===== src/rtl/dtl_pkg.sv =====
package dtl_pkg;

  // Ladder move: one step down, or one or two steps up, clamped to [0, top]
  function automatic int unsigned ladder_next(input int unsigned pos,
                                              input bit up, input bit dn,
                                              input bit dbl,
                                              input int unsigned top);
    int unsigned r;
    r = pos;
    if (dn) begin
      r = (pos == 0) ? 0 : pos - 1;
    end else if (up) begin
      r = pos + (dbl ? 2 : 1);
      if (r > top) r = top;
    end
    return r;
  endfunction

  // Light load: lower coarse half and offset above the limit
  function automatic bit ladder_light(input int unsigned pos,
                                      input int unsigned half,
                                      input int unsigned ofs_above);
    return (pos >= half) && ((pos - half) > ofs_above);
  endfunction

  // Dead-time target in ticks
  function automatic int target_ticks(input bit slow, input bit light,
                                      input int t_norm, input int t_light,
                                      input int t_slow, input int t_slow_light);
    if (slow) return light ? t_slow_light : t_slow;
    return light ? t_light : t_norm;
  endfunction

endpackage


===== src/rtl/dtl_timer.sv =====
module dtl_timer #(
  parameter int CNT_W = 8
) (
  input  logic             clk,
  input  logic             rst_n,
  input  logic             gate_off,
  input  logic             drain_high,
  input  logic             upd,
  output logic [CNT_W-1:0] cnt,
  output logic             meas_ok
);
  localparam logic [CNT_W-1:0] CNT_MAX = '1;

  logic running_q;
  logic done_q;

  always_ff @(posedge clk) begin
    if (!rst_n) begin
      cnt       <= '0;
      running_q <= 1'b0;
      done_q    <= 1'b0;
    end else begin
      if (gate_off) begin
        cnt       <= '0;
        running_q <= 1'b1;
        done_q    <= 1'b0;
      end else begin
        if (running_q) begin
          if (cnt != CNT_MAX) cnt <= cnt + 1'b1;
          if (drain_high) begin
            running_q <= 1'b0;
            done_q    <= 1'b1;
          end
        end
        if (upd) done_q <= 1'b0;
      end
    end
  end

  // Measurement is usable only if closed and below full scale
  assign meas_ok = done_q && (cnt != CNT_MAX);

endmodule


===== src/rtl/dtl_decide.sv =====
module dtl_decide #(
  parameter int CNT_W        = 8,
  parameter int T_NORM       = 28,
  parameter int T_LIGHT      = 32,
  parameter int T_SLOW       = 32,
  parameter int T_SLOW_LIGHT = 36,
  parameter int T_SHORT      = 5
) (
  input  logic [CNT_W-1:0] cnt,
  input  logic             meas_ok,
  input  logic             light,
  input  logic             slow_sel,
  output logic             step_up,
  output logic             step_dn,
  output logic             step_dbl
);
  int tgt;
  int dt;

  always_comb begin
    tgt      = dtl_pkg::target_ticks(slow_sel, light, T_NORM, T_LIGHT,
                                     T_SLOW, T_SLOW_LIGHT);
    dt       = int'(cnt);
    step_dn  = meas_ok && (dt > tgt);
    step_up  = meas_ok && (dt < tgt);
    step_dbl = step_up && (dt < T_SHORT);
  end

endmodule


===== src/rtl/dtl_ladder.sv =====
module dtl_ladder #(
  parameter int OFS_W       = 4,
  parameter int LIGHT_ABOVE = 8
) (
  input  logic             clk,
  input  logic             rst_n,
  input  logic             upd,
  input  logic             step_up,
  input  logic             step_dn,
  input  logic             step_dbl,
  output logic [OFS_W:0]   pos,
  output logic             light
);
  localparam int POS_W = OFS_W + 1;
  localparam int TOP   = (1 << POS_W) - 1;
  localparam int HALF  = 1 << OFS_W;

  logic [POS_W-1:0] pos_nx;

  always_comb begin
    pos_nx = POS_W'(dtl_pkg::ladder_next(int'(pos), step_up, step_dn,
                                         step_dbl, TOP));
  end

  always_ff @(posedge clk) begin
    if (!rst_n) begin
      pos   <= '0;
      light <= 1'b0;
    end else if (upd) begin
      pos   <= pos_nx;
      light <= dtl_pkg::ladder_light(int'(pos_nx), HALF, LIGHT_ABOVE);
    end
  end

endmodule


===== src/rtl/deadtime_ladder.sv =====
module deadtime_ladder #(
  parameter int CNT_W        = 8,
  parameter int OFS_W        = 4,
  parameter int T_NORM       = 28,
  parameter int T_LIGHT      = 32,
  parameter int T_SLOW       = 32,
  parameter int T_SLOW_LIGHT = 36,
  parameter int T_SHORT      = 5,
  parameter int LIGHT_ABOVE  = 8
) (
  input  logic             clk,
  input  logic             rst_n,
  input  logic             slow_sel,
  input  logic             gate_off,
  input  logic             drain_high,
  input  logic             upd,
  output logic             coarse_sel,
  output logic [OFS_W-1:0] offset_code,
  output logic             light_load
);
  localparam int POS_W = OFS_W + 1;

  logic [CNT_W-1:0] dt_cnt;
  logic             meas_ok;
  logic             step_up;
  logic             step_dn;
  logic             step_dbl;
  logic [POS_W-1:0] pos;

  dtl_timer #(.CNT_W(CNT_W)) u_timer (
    .clk        (clk),
    .rst_n      (rst_n),
    .gate_off   (gate_off),
    .drain_high (drain_high),
    .upd        (upd),
    .cnt        (dt_cnt),
    .meas_ok    (meas_ok)
  );

  dtl_decide #(
    .CNT_W(CNT_W), .T_NORM(T_NORM), .T_LIGHT(T_LIGHT), .T_SLOW(T_SLOW),
    .T_SLOW_LIGHT(T_SLOW_LIGHT), .T_SHORT(T_SHORT)
  ) u_decide (
    .cnt      (dt_cnt),
    .meas_ok  (meas_ok),
    .light    (light_load),
    .slow_sel (slow_sel),
    .step_up  (step_up),
    .step_dn  (step_dn),
    .step_dbl (step_dbl)
  );

  dtl_ladder #(.OFS_W(OFS_W), .LIGHT_ABOVE(LIGHT_ABOVE)) u_ladder (
    .clk      (clk),
    .rst_n    (rst_n),
    .upd      (upd),
    .step_up  (step_up),
    .step_dn  (step_dn),
    .step_dbl (step_dbl),
    .pos      (pos),
    .light    (light_load)
  );

  assign coarse_sel  = pos[POS_W-1];
  assign offset_code = pos[OFS_W-1:0];

endmodule


===== config.mk =====
export PLATFORM = sky130hd
export DESIGN_NAME = deadtime_ladder
export DESIGN_NICKNAME = d
export VERILOG_FILES = /design/src/rtl/dtl_pkg.sv /design/src/rtl/dtl_timer.sv /design/src/rtl/dtl_decide.sv /design/src/rtl/dtl_ladder.sv /design/src/rtl/deadtime_ladder.sv
export SDC_FILE = /design/constraint.sdc
export NUM_CORES = 1
export LEC_CHECK = 0
export BUFFER_PORTS_ARGS = -buffer_cell sky130_fd_sc_hd__buf_2
export CORE_MARGIN = 5
export CORE_UTILIZATION = 37
export CTS_BUF_LIST = sky130_fd_sc_hd__clkbuf_8
export DETAILED_ROUTE_END_ITERATION = 16
export PLACE_DENSITY = 0.59
export RECOVER_POWER = 100
export SYNTH_ARGS = -nofsm -noshare
export SYNTH_HDL_FRONTEND = slang
export SYNTH_HIERARCHICAL = 1
export SYNTH_SLANG_ARGS = --single-unit

===== constraint.sdc =====
create_clock -name clk -period 7.1 [get_ports clk]
set_input_delay 1.065 -clock clk [delete_from_list [all_inputs] [get_ports clk]]
set_output_delay 1.065 -clock clk [all_outputs]
set_load 0.005 [all_outputs]

==> results of run 1 <==
-- placed cells by master (no fill, tap or decap), types with 5 or more instances in the layout --
cell type  instances
nor3_1             5
nor2_1             6
mux2i_1            6
a21oi_1           10
nand2_1           14
buf_2              7
ha_1               9
o21ai_0            8
nand3_1            6
inv_1             12
nand2b_1           5
dfxtp_1           16
-- through the flow --
stage	power [W]	hold slack [ps]	setup WS [ps]	util
floorplan	0.000111	482	3220	-
global placement	0.000117	513	2910	0.399
detailed placement	0.000118	509	2860	0.399
CTS	0.000202	519	3130	0.416
global route	0.000210	553	2640	0.410
finish	0.000199	511	2920	0.410
-- worst paths after layout --
path	from	slack, ps	to	cells after the start
max reg2reg	u_ladder/light	3410	u_ladder/light	13
min	u_timer/done_q	510	u_timer/done_q	2
min reg2reg	u_timer/done_q	510	u_timer/done_q	2
max	slow_sel	2920	u_ladder/light	14
-- registers in the layout (all words and copies together), names as in the netlist --
name	cells
u_timer/done_q	1
u_ladder/pos	5
u_timer/running_q	1
u_timer/cnt	8
u_ladder/light	1
-- cell type report --
class / instances / area (um2)
Clock buffer: 4 / 55.1
Inverter: 12 / 45.0
Multi-Input combinational cell: 116 / 818
Sequential cell: 16 / 320
Fill cell: 358 / 1940
Timing Repair Buffer: 11 / 50.0
Tap cell: 46 / 57.6
-- power by group through the flow --
stage	Sequential, W	Clock, W	Combinational [W]
after floorplan	0.0000961	0	0.0000148
after global placement	0.0000968	0	0.0000206
after detailed placement	0.0000970	0	0.0000211
after CTS	0.0000948	0.0000863	0.0000212
after global routing	0.0000954	0.0000917	0.0000231
final	0.0000949	0.0000835	0.0000207
-- kinds of logic (layout without fill, tap and decap cells) --
| group | Yosys count | in the layout |
|---|---|---|
| buf+inv | 17 | 27 |
| mux | 6 | 6 |
| compound gates | 38 | 38 |
| simple gates | 62 | 62 |
| flops | 16 | 16 |
| fa+ha+maj | 10 | 10 |
-- layer usage --
| metal | global-route usage | part of all wire | wire length (um) | up-vias |
|---|---|---|---|---|
| li1 | - | - | - | 570 |
| met1 | 0.172 | 0.47 | 1300 | 542 |
| met2 | 0.203 | 0.45 | 1240 | 31 |
| met3 | 0.0283 | 0.051 | 140 | 8 |
| met4 | 0.0759 | 0.022 | 61 | 0 |
| met5 | 0 | 0 | 0 | - |
-- worst max-delay path, cell delays in order --
cell and delay, ps:
buf_2 70, inv_1 30, ha_1 200, ha_1 310
a2111o_1 450, nor4_1 580, inv_1 100, ha_1 250
fa_1 380, and4b_2 210, o21ai_0 100, a31oi_1 150
and3_1 170, o41ai_1 260
==> flow_summary_export.csv, run 1 <==
group,metric,value,unit
logic_synthesis,synth_area_leaders,"dfxtp_1 (26%), ha_1 (9.1%), mux2i_1 (4.9%), nand2_1 (4.3%), a21oi_1 (4.1%)",
place,place_congestion,0.844,
worst_setup_path,cp-start-kind,"primary input",
grt,grt_max_degree,13,
logic_synthesis,synth_top_area_cell,"dfxtp_1",
clock_network,worst_skew_pair.late_latency,260,ps
logic_synthesis,synth-edff-count,0,
layout,final_cells,205,
worst_setup_path,worstSetupPathType,"primary input to flop",
logic_synthesis,yosysMostFrequentCell,"dfxtp_1",
power,power_frac_comb,0.104,
logic_synthesis,muxShareOfSynthArea,0.0487,
grt,grt_pass1_vias,1061,
power,p_switching,0.0000490,W
clock_network,clkSlewWorstSetupHoldPaths,70,ps
sta,finalMaxSlewViolations,0,
grt,antenna_found_initial,0,
routing,drtAntennaViolNets,0,
worst_setup_path,arrival,4330,ps
logic_synthesis,seq_area_frac_synth,0.260,
clock_network,postCtsSetupRepairBufs,0,
place,port_buffers,11,
sta,finalCritPeriodShare,0.589,
power,p_clk_frac,0.419,
clock_network,holdBufCountCts,0,
floorplan,fp.dieH,67.7,um
clock_network,cts_max_level,1,
layout,layout.nets,176,
clock_network,cts_sinks,16,
logic_synthesis,syn_area_per_cell,8.27,um2
grt,grt_overflow,0,
logic_synthesis,synth_cell_types,46,
logic_synthesis,synth_flop_cell,"dfxtp_1",
routing,vias_per_cell,5.61,
place,hpwl,2120,um
sta,relSlewSlack,0.506,
sta,max_clock_freq,0.239,GHz
logic_synthesis,syn-instance-count,149,
clock_network,clockBufferDepth,2,
power,p_seq_frac,0.477,
sta,fin_crit,4180,ps
flow_run,cap_violations,0,
clock_network,cts_tree,"done",
layout,num_antenna_cells,0,
hold_path,hold_path.class,"flop to flop",
sta,hold_violations,0,
routing,drt-total-wl,2740,um
floorplan,core,3280,um2
place,dp.cells,201,
floorplan,die_area,4590,um2
routing,drc_errors,0,
clock_network,numCtsBuffers,3,
logic_synthesis,yosys.area.top_type_share,0.260,
sta,grt_setup_unrepaired,"no",
routing,wire_per_inst,13.4,um
sta,tightest_slew,735,ps
status,outcome,"complete, no violations",
logic_synthesis,yosys_warnings,6,
power,p_int,0.000150,W
logic_synthesis,yosys.area_share.xor_xnor,0,
floorplan,num_io_pins,12,
sta,fin_skew,6.06,ps
worst_setup_path,required,7250,ps
routing,drt_iter0_drc,35,
worst_setup_path,crit_path_max_fanout,3,
logic_synthesis,syn_nets,165,
logic_synthesis,synth_top_family_by_area,"simple AND/OR/NAND/NOR gates",
floorplan,rows,21,
power,ir_worst_vdd,0.000123,V
sta,tns,0,ps
power,leakagePower,0.513,nW
routing,drt-pass1-iter-count,4,
floorplan,die_w,67.7,um
place,dpl_cell_area,1310,um2
power,swShare,0.246,
logic_synthesis,async_flop_share,0,
logic_synthesis,synth-seq-cells,16,
logic_synthesis,synthTopCellsByCount,"dfxtp_1 (16), nand2_1 (14), inv_1 (12)",
routing,vias,1151,
grt,grt_pass1_wl,4690,um
logic_synthesis,synth-adder-area-share,0.108,
clock_network,ctsRootBufferMaster,"clkbuf_8",
floorplan,start_util,0.375,
worst_setup_path,critPathCaptureType,"flop",
layout,area_growth,9.24,%
clock_network,cts_resized,0,
logic_synthesis,synthSimpleGateAreaFrac,0.303,
layout,layout-drive-gt1-share,0.107,
logic_synthesis,synth_compound_area_frac,0.216,
sta,finalSetupViolCount,0,
logic_synthesis,syn_area,1230,um2
layout,final_area,1350,um2
grt,gr-usage-all-layers,0.133,
power,power_density,148,nW/um2
Power figures use the tool's default switching activity.
==> inputs of run 2 (changes only) <==
--- a/config.mk
+++ b/config.mk
@@ -5,6 +5,7 @@
 export SDC_FILE = /design/constraint.sdc
 export NUM_CORES = 1
 export LEC_CHECK = 0
+export ABC_AREA = 1
 export BUFFER_PORTS_ARGS = -buffer_cell sky130_fd_sc_hd__buf_2
 export CORE_MARGIN = 5
 export CORE_UTILIZATION = 37
==> constraint.sdc (replaced) <==
create_clock -name clk -period 4.35 [get_ports clk]
set_input_delay 0.6525 -clock clk [delete_from_list [all_inputs] [get_ports clk]]
set_output_delay 0.6525 -clock clk [all_outputs]
set_load 0.005 [all_outputs]
==> run 2 against run 1 <==
Net effect: flip-flop and latch count stayed put; synthesized cell count is 44% higher; die area is 5.2% higher; critical path depth is 7 higher; sequential power is 66% higher; synthesized area is 6.1% higher; critical path type unchanged; largest cell class unchanged.
==> flow_summary_export.csv, run 2 <==
group,metric,value,unit
layout,reg_top3,"u_timer/cnt: 8 flops, u_ladder/pos: 5 flops",
worst_setup_path,arrival,3200,ps
logic_synthesis,synthTopCellsByCount,"nand2_1 (65), inv_1 (36), nor2_1 (26)",
logic_synthesis,yosys_warnings,6,
place,place_congestion,0.813,
floorplan,start_util,0.386,
layout,num_antenna_cells,0,
sta,tightest_slew,561,ps
grt,grt.met3_usage,0.0319,
sta,relSlewSlack,0.624,
worst_setup_path,worstSetupPathType,"primary input to flop",
clock_network,holdBufCountCts,0,
routing,drt_iter0_drc,90,
grt,antenna_found_initial,0,
clock_network,cts_resized,0,
clock_network,clkSlewWorstSetupHoldPaths,70,ps
logic_synthesis,synth-edff-count,0,
sta,fin_crit,3060,ps
layout,final_cell_mix,"nand2_1 (65), inv_1 (36), nor2_1 (26)",
place,hpwl,2140,um
sta,max_clock_freq,0.327,GHz
sta,hold_violations,0,
routing,wire_per_inst,10.0,um
place,dp.cells,269,
hold_path,hold_path.class,"flop to flop",
grt,grt_overflow,0,
floorplan,die_area,4820,um2
grt,use_met1,0.146,
power,finalPower,0.000316,W
floorplan,fp.dieH,69.4,um
layout,mostFrequentLayoutCell,"nand2_1",
worst_setup_path,cp-start-kind,"primary input",
layout,regMostFlops,"u_timer/cnt",
routing,drc_errors,0,
layout,utilization,0.419,
clock_network,cts_tree,"done",
sta,finalSetupViolCount,0,
logic_synthesis,seq_area_frac_synth,0.245,
worst_setup_path,critPathCaptureType,"flop",
routing,vias_per_cell,4.54,
sta,tns,0,ps
floorplan,num_io_pins,12,
clock_network,clockBufferDepth,2,
power,ir_worst_vdd,0.000134,V
logic_synthesis,synth_top_area_cell,"dfxtp_1",
routing,drtAntennaViolNets,0,
power,leakagePower,0.704,nW
logic_synthesis,synth_flop_cell,"dfxtp_1",
clock_network,worst_skew_pair.late_latency,250,ps
logic_synthesis,syn_area,1310,um2
clock_network,cts_sinks,16,
place,port_buffers,11,
grt,gr-usage-all-layers,0.121,
worst_setup_path,required,4500,ps
layout,layout-drive-gt1-share,0.115,
layout,area_growth,8.71,%
floorplan,core,3390,um2
logic_synthesis,yosysMostFrequentCell,"nand2_1",
routing,drt-pass1-iter-count,4,
floorplan,rows,21,
sta,whs,500,ps
status,outcome,"complete, no violations",
sta,finalMaxSlewViolations,0,
sta,finalCritPeriodShare,0.703,
logic_synthesis,syn_nets,231,
power,power_density,223,nW/um2
logic_synthesis,synth_cell_types,26,
clock_network,ctsRootBufferMaster,"clkbuf_8",
grt,grt_pass1_vias,1096,
logic_synthesis,syn-instance-count,215,
grt,met2_usage,0.203,
layout,largest_reg_flops,8,
worst_setup_path,crit_path_max_fanout,3,
clock_network,postCtsSetupRepairBufs,0,
grt,grt_max_degree,12,
logic_synthesis,synth-seq-cells,16,
flow_run,cap_violations,0,
logic_synthesis,syn_area_per_cell,6.08,um2
grt,grt.busiest_layer,"met2",
routing,vias,1236,
routing,drt-total-wl,2730,um
layout,final_cells,272,
logic_synthesis,async_flop_share,0,
clock_network,cts_max_level,1,
clock_network,numCtsBuffers,3,
sta,fin_skew,2.65,ps
sta,grt_setup_unrepaired,"no",
grt,grt_pass1_wl,4770,um
layout,layout.nets,244,
floorplan,die_w,69.4,um
logic_synthesis,synth_area_leaders,"dfxtp_1 (24%), nand2_1 (19%), inv_1 (10%), ha_1 (8.6%), nor2_1 (7.5%)",
logic_synthesis,yosys.area.top_type_share,0.245,
[run 2: cell types whose count changed after synthesis, moves of 5 or more]
cell / previous run / this run
nor2_2: 0 / 5
nand3_1: 6 / 14
nor2_1: 6 / 26
nand2b_1: 5 / 0
inv_1: 12 / 36
nand2_1: 14 / 65
mux2i_1: 6 / 0
[run 2: area by class of cell]
cell class,count,area [um2]
repair buffers,11,51.3
clock buffers,3,41.3
fillers,364,1970
inverters,39,146
flip-flops and latches,16,320
multi-input cells,157,805
well taps,46,57.6
[run 2: logic make-up (layout without fill, tap and decap cells)]
| family | after synthesis | count (layout) | synth area share |
|---|---|---|---|
| XOR/XNOR | 1 | 1 | 0.00670 |
| AND/OR/NAND/NOR | 122 | 122 | 0.411 |
| flip-flops | 16 | 16 | 0.245 |
| adder cells (fa/ha/maj) | 10 | 10 | 0.101 |
| buffers and inverters | 42 | 53 | 0.133 |
| AO/OA/AOI/OAI | 24 | 24 | 0.102 |
[run 2: where the power goes]
| part | internal (W) | leakage [nW] | switching, W |
|---|---|---|---|
| sequential | 0.000150 | 0.130 | 0.00000718 |
| clock | 0.0000615 | 0.0216 | 0.0000540 |
| combinational | 0.0000183 | 0.552 | 0.0000248 |
[run 2: stage by stage]
stage	area [um2]	setup WS [ps]
2_1_floorplan	1310	1340
3_3_place_gp	1390	1060
3_5_place_dp	1390	1060
4_1_cts	1430	1330
5_1_grt	1420	1000
6_report	1420	1290
[run 2: final timing paths]
check / from / cells past startpoint / slack [ps] / end
worst max-delay path: slow_sel / 21 / 1290 / u_ladder/light
worst min-delay path: u_ladder/light / 2 / 500 / u_ladder/light
worst max register to register: u_ladder/light / 19 / 1400 / u_ladder/light
worst min register to register: u_ladder/light / 2 / 500 / u_ladder/light
[run 2: routing by layer]
layer	up-vias	routed length, um
met3	4	87
met1	533	1340
met4	0	37
met5	-	0
li1	685	-
met2	14	1270
[run 2: critical path: stages]
cell and delay (ps):
buf_2 90, inv_1 40, ha_1 160, inv_1 60, ha_1 280, nand2_1 70, nand2_1 60, nand2_1 60
nand3_1 70, nor2_1 250, inv_1 80, ha_1 230, fa_1 360, nand2_1 100, nor2_1 60, nand2_1 50
nand2_1 50, o21ai_0 250, nor2_1 90, nand2_1 70, a21oi_1 60
==> inputs of run 3 (changes only) <==
--- a/config.mk
+++ b/config.mk
@@ -11,7 +11,7 @@
 export CORE_UTILIZATION = 37
 export CTS_BUF_LIST = sky130_fd_sc_hd__clkbuf_8
 export DETAILED_ROUTE_END_ITERATION = 16
-export PLACE_DENSITY = 0.59
+export PLACE_DENSITY = 0.61
 export RECOVER_POWER = 100
 export SYNTH_ARGS = -nofsm -noshare
 export SYNTH_HDL_FRONTEND = slang
==> constraint.sdc (replaced) <==
create_clock -name clk -period 2.5 [get_ports clk]
set_input_delay 0.375 -clock clk [delete_from_list [all_inputs] [get_ports clk]]
set_output_delay 0.375 -clock clk [all_outputs]
set_load 0.005 [all_outputs]
==> run 3 against run 2 <==
Net effect: the run now ends with setup timing left; wire length grew 5.3%; critical path depth decreased by 1; non-clock buffer count increased by 22; die area unchanged; sequential power grew 73%; clock skew fell by 0.93 ps; flip-flop and latch count unchanged; via count up 6.6%; count of clock-buffer cells in the layout up 1; clock power rose by 96%; setup slack got worse by 1400 ps; core utilization is 9.4 points higher; critical endpoint unchanged.
==> flow_summary_export.csv, run 3 (synthesis gave the netlist of run 2 again) <==
group,metric,value,unit
grt,grt_pass1_vias,1204,
sta,fin_skew,1.73,ps
floorplan,die_area,4820,um2
sta,hold_violations,0,
worst_setup_path,slowest_delay,510,ps
layout,num_antenna_cells,0,
routing,vias,1318,
sta,max_clock_freq,0.387,GHz
sta,fin_ws,-82.0,ps
routing,drc_errors,0,
floorplan,core,3390,um2
clock_network,worst_skew_pair.late_latency,240,ps
sta,fin_crit,2580,ps
grt,antenna_found_initial,0,
clock_network,ctsRootBufferMaster,"clkbuf_8",
power,finalPower,0.000595,W
routing,drt-total-wl,2880,um
layout,reg_top3,"u_timer/cnt: 8 flops, u_ladder/pos: 5 flops",
layout,layout.nets,266,
worst_setup_path,critPathTopFamily,"adder cells",
power,power_density,342,nW/um2
worst_setup_path,required,2680,ps
sta,tns,-143,ps
floorplan,num_io_pins,12,
worst_setup_path,arrival,2760,ps
grt,grt_max_degree,12,
sta,tightest_slew,540,ps
worst_setup_path,setup.worst_path.start,"u_ladder/light",
place,place_congestion,0.793,
layout,layout-drive-gt1-share,0.305,
layout,utilization,0.513,
worst_setup_path,path_buf_inv,2,
sta,finalMaxSlewViolations,0,
worst_setup_path,crit_path_max_fanout,2,
layout,fillers,335,
routing,vias_per_cell,4.47,
place,dp_slack,-366,ps
sta,grt_setup_unrepaired,"yes",
routing,drt_iter0_drc,42,
routing,drtAntennaViolNets,0,
sta,finalCritPeriodShare,1.03,
layout,regMostFlops,"u_timer/cnt",
worst_setup_path,r2r_start,"u_ladder/light",
floorplan,rows,21,
worst_setup_path,cp_slowest_cell,"fa_2",
worst_setup_path,critical_path.most_common_cell,"nand2_1",
hold_path,hold_path.class,"primary input to flop",
grt,gr-usage-all-layers,0.125,
grt,grt_overflow,0,
worst_setup_path,critPathCaptureType,"flop",
floorplan,start_util,0.386,
floorplan,fp.dieH,69.4,um
floorplan,die_w,69.4,um
sta,whs,323,ps
clock_network,clkSlewWorstSetupHoldPaths,60,ps
clock_network,cts_max_level,1,
hold_path,hold_path_startpoint,"gate_off",
clock_network,holdBufCountCts,0,
status,outcome,"complete, but fails checks",
sta,relSlewSlack,0.639,
layout,mostFrequentLayoutCell,"nand2_1",
routing,wire_per_inst,9.76,um
clock_network,cts_tree,"done",
flow_run,cap_violations,0,
layout,largest_reg_flops,8,
layout,area_growth,33.1,%
worst_setup_path,cp-start-kind,"flop",
layout,multi_input_area,927,um2
status,violations,"setup timing",
worst_setup_path,worstSetupPathType,"flop to flop",
worst_setup_path,reg2reg_slack,-80,ps
routing,drt-pass1-iter-count,4,
place,port_buffers,11,
power,leakagePower,0.818,nW
power,ir_worst_vdd,0.000322,V
grt,grt_pass1_wl,5180,um
layout,seq_area,322,um2
clock_network,clockBufferDepth,2,
layout,final_cell_mix,"nand2_1 (60), inv_1 (31), nor2_1 (25)",
place,hpwl,2300,um
sta,finalSetupViolCount,2,
clock_network,cts_sinks,16,
clock_network,numCtsBuffers,3,
worst_setup_path,cp_cell_sequence,"inv_2, ha_4, ha_4, nand2_2, nand2_1, nor2_2, nand3_2, nor2_4, inv_2, ha_4, fa_2, nand2_1, o21a_1, nand2_1, nand2_1, nand2_1, nor2_1, nand2_1, nand2_1, a21oi_2",
[run 3: cell count changes in the layout (fill, tap and decap cells not counted), sizes merged]
| cell | previous run | this run |
|---|---|---|
| buf | 8 | 30 |
| clkbuf | 6 | 7 |
| clkinvlp | 0 | 1 |
| inv | 39 | 38 |
[run 3: through the flow]
step           cell area (um2)  std cells
2_1_floorplan             1390        215
3_3_place_gp              1620        289
3_5_place_dp              1620        289
4_1_cts                   1700        295
5_1_grt                   1740        295
6_report                  1740        295
[run 3: path summary, 6_finish.rpt]
path / endpoint / depth (start not counted)
hold / removal: u_timer/done_q / 2
hold reg to reg: u_timer/done_q / 2
setup reg to reg: u_ladder/light / 20
setup / recovery: u_ladder/light / 20
[run 3: power breakdown]
| group | total, W | internal (W) | switching (W) |
|---|---|---|---|
| clock network | 0.000227 | 0.000139 | 0.0000871 |
| registers | 0.000274 | 0.000262 | 0.0000120 |
| logic | 0.0000943 | 0.0000429 | 0.0000514 |
[run 3: timing repair]
action	CTS	global route
endpoints found under the setup margin	4	6
buffers inserted	2	0
gates resized for setup	2	15
pin swaps	13	10
[run 3: cell type report]
class                   count  share of cell area
multi-input cells         157               0.533
flip-flops and latches     16               0.185
repair buffers             33               0.126
inverters                  39              0.0920
well taps                  46              0.0331
clock buffers               4              0.0316
[run 3: metal layers]
metal / up-vias / track usage / part of all wire
met2: 17 / 0.197 / 0.44
met5: - / 0 / 0
met1: 570 / 0.179 / 0.53
met3: 2 / 0.0188 / 0.026
li1: 729 / - / -
met4: 0 / 0.0239 / 0.0035
